`src/rtl/mem_space_mapper.sv`:
```
module mem_space_mapper #(
  parameter int         IO_AW     = 8,
  parameter int         IO_DW     = 8,
  parameter int         ST_W      = 4,
  parameter logic [7:0] CTRL_PORT = 8'hF0
) (
  input  logic             clk,
  input  logic             rst_n,
  input  logic             io_wr,
  input  logic             io_rd,
  input  logic [IO_AW-1:0] io_addr,
  input  logic [IO_DW-1:0] io_wdata,
  output logic [IO_DW-1:0] io_rdata,
  input  logic             user_mode,
  input  logic [ST_W-1:0]  bus_status,
  output logic             ram_sel,
  output logic [1:0]       ram_ahi
);
  localparam logic [IO_AW-1:0] PORT = IO_AW'(CTRL_PORT);

  logic su_en, id_en;
  logic hit, is_mem, is_fetch;

  assign hit      = (io_addr == PORT);
  assign is_mem   = bus_status[ST_W-1];
  assign is_fetch = is_mem & bus_status[ST_W-2];

  always_ff @(posedge clk or negedge rst_n)
    if (!rst_n) begin
      su_en <= 1'b0;
      id_en <= 1'b0;
    end else if (io_wr && hit) begin
      su_en <= io_wdata[0];
      id_en <= io_wdata[1];
    end

  assign io_rdata = (io_rd && hit) ? {{(IO_DW-2){1'b0}}, id_en, su_en} : '0;

  assign ram_sel    = is_mem;
  assign ram_ahi[1] = is_mem & user_mode & su_en;
  assign ram_ahi[0] = is_fetch & id_en;
endmodule


```
`config.mk`:
```
export PLATFORM = sky130hd
export DESIGN_NAME = mem_space_mapper
export DESIGN_NICKNAME = d
export VERILOG_FILES = /design/src/rtl/mem_space_mapper.sv
export SDC_FILE = /design/constraint.sdc
export NUM_CORES = 1
export LEC_CHECK = 0
export CORE_AREA = 2 2 39 41
export DETAILED_ROUTE_END_ITERATION = 8
export DIE_AREA = 0 0 41 43
export GPL_ROUTABILITY_DRIVEN = 0
export SKIP_CTS_REPAIR_TIMING = 1
export SLEW_MARGIN = 5
export SYNTH_ARGS = -nofsm -noshare
export SYNTH_HDL_FRONTEND = slang
export SYNTH_SLANG_ARGS = --single-unit
```
`constraint.sdc`:
```
create_clock -name clk -period 1.8 [get_ports clk]
set_clock_uncertainty 0.1 [all_clocks]
set_input_delay 0.45 -clock clk [delete_from_list [all_inputs] [get_ports clk]]
set_output_delay 0.45 -clock clk [all_outputs]
set_load 0.01 [all_outputs]
```
==> out/metrics.cfg <==
[outcome]
status = finished clean

[clocking]
cts_sinks = 2
htreeDepth = 1
clock_latency_ns = 0.23
clkSlewWorstSetupHoldPaths_ns = 0.03
cts_made_buffers = 3
ctsRootBufferMaster = clkbuf_4
cts_tree = done
clock_path_buffers = 2

[global_route]
grt_max_degree = 4
overflow = 0
track_usage_pct = 7.01
grt_pass1_wl_um = 738
antenna_found_initial = 0
first_global_vias = 222

[critical_path]
critPathCapture = io_rdata[1]
cp_max_fo = 2
startpoint_type = input pin
crit_family = simple AND/OR/NAND/NOR gates
startpoint = io_addr[3]
slowest_stage = nand4bb_4
reg2reg_from = id_en$_DFFE_PN0P_
r2r_slack_ns = 0.93
path_buf_inv = 2
crit_chain = clkbuf_2 -> nand4bb_4 -> nor4_4 -> and3_1 -> buf_2
end_kind = primary output
worstReg2RegEnd = id_en$_DFFE_PN0P_
critical_path_arrival_ns = 1.23
cpPeakStageDelay_ns = 0.24
worstPathRequired_ns = 1.25
cp.depth = 5
reg2reg_depth = 1
critPathKind = in2out

[routing]
dr.first_iter.drc_count = 3
ant_nets = 0
drt_wl_total_um = 604
detail_route.wl_per_cell_um = 9.90
via_count = 234
drc_errors = 0
vias_per_cell = 3.84
drtPass1Iterations = 2

[sta]
finalCritPeriodShare_pct = 98.8
drv_slew = 0
hold_slack_ns = 0.288
rsz0062_at_grt = true
setup_viol = 0
hold_viol = 0
max_freq_mhz = 562
finalCriticalPeriod_ns = 1.78

[synth]
syn_inst = 22
ys_seq_area_share_pct = 24.5
synth-seq-cells = 2
syn_avg_cell_area_um2 = 9.27
ys_warn_count = 0
syn_area_um2 = 204
ys_types = 11

[cells_and_area]
final_nets = 72
fillCellCount = 160
antennaDiodeCount = 0
drive_gt1_share_pct = 33.3
seq_area_um2 = 50.0
stdcell_count = 61
final_util_pct = 33.2
syn_to_final_growth_pct = 125
multi_input_area_um2 = 150
final_cell_area_um2 = 459

[placement]
dpl_cell_area_um2 = 408
dp_hpwl_um = 447
dp.cells = 58
port_buffers = 21

[floorplanning]
core_mm2 = 0.00138
die_y_um = 43
io_pins = 36
start_util_pct = 14.7
die_w_um = 41
rows = 14
die-area_mm2 = 0.00176

[pwr]
p_per_area_mw_per_mm2 = 450
peakVddDrop_mv = 0.138
p_leak_uw = 0.000300

[min_path]
hp-class = in2async

[run]
cap_viol_max_count = 0

[layer usage]
metal  up-vias  GRT usage (%)  wire (µm)
li1        110              -          -
met1        98           5.11        170
met2        24           10.0        290
met3         2           3.66        125
met4         0           10.0         17
met5         -              0          0
[cell families (layout without fill, tap and decap cells)]
logic type / after synthesis / count (layout) / share of synthesized area, %
buffers and inverters: 8 / 26 / 27.6
flip-flops: 2 / 2 / 24.5
multiplexers: 2 / 2 / 14.7
other: 1 / 6 / 1.84
AND/OR/NAND/NOR: 9 / 9 / 31.3
[how the worst min path moves through the flow]
stage / to / from / slack, ns
global placement: id_en$_DFFE_PN0P_ / id_en$_DFFE_PN0P_ / 0.43
floorplan: id_en$_DFFE_PN0P_ / rst_n / 0.05
global route: id_en$_DFFE_PN0P_ / rst_n / 0.29
finish: id_en$_DFFE_PN0P_ / rst_n / 0.29
CTS: id_en$_DFFE_PN0P_ / rst_n / 0.28
detailed placement: su_en$_DFFE_PN0P_ / su_en$_DFFE_PN0P_ / 0.44
[through the flow]
stage                     TNS, ns  setup WS, ns  power [µW]
after floorplan                 0         0.102        73.6
after global placement      -3.23        -0.821         104
after detailed placement    -3.35        -0.851         105
after CTS                   -2.89        -0.857         212
after global routing      -0.0847       -0.0437         218
final                           0        0.0221         206
[layout make-up]
| type | count | area share (%) |
|---|---|---|
| multi-input combinational | 17 | 32.7 |
| timing repair buffer | 22 | 46.3 |
| sequential | 2 | 10.9 |
| inverter | 1 | 0.817 |
| tap | 16 | 4.36 |
| clock buffer | 3 | 4.90 |
[registers in the layout (all words and copies together), names as in the netlist]
signal and cells:
id_en 1, su_en 1
[cell usage in the layout (no fill, tap or decap), types with 2 or more instances in the layout]
master,n
conb_1,6
clkbuf_2,2
buf_2,3
dfrtp_1,2
mux2_4,2
dlymetal6s2s_1,8
clkbuf_4,3
and3_1,4
clkdlybuf4s50_1,8
[power by group]
| group | switching (µW) | internal [µW] |
|---|---|---|
| clock network | 26.6 | 73.6 |
| registers | 1.71 | 47.5 |
| logic | 19.8 | 37.2 |
| total | 48.1 | 158 |
[cell usage after synthesis (all sizes together)]
cell     n  area, µm²
buf      7       52.6
and3     4       25.0
dfrtp    2       50.1
mux2     2       30.0
conb     1       3.75
inv      1       3.75
nand2    1       3.75
nand4bb  1       11.3
nor2     1       3.75
nor4     1       6.26
or4b     1       13.8
(Power assumes the default switching activity.)
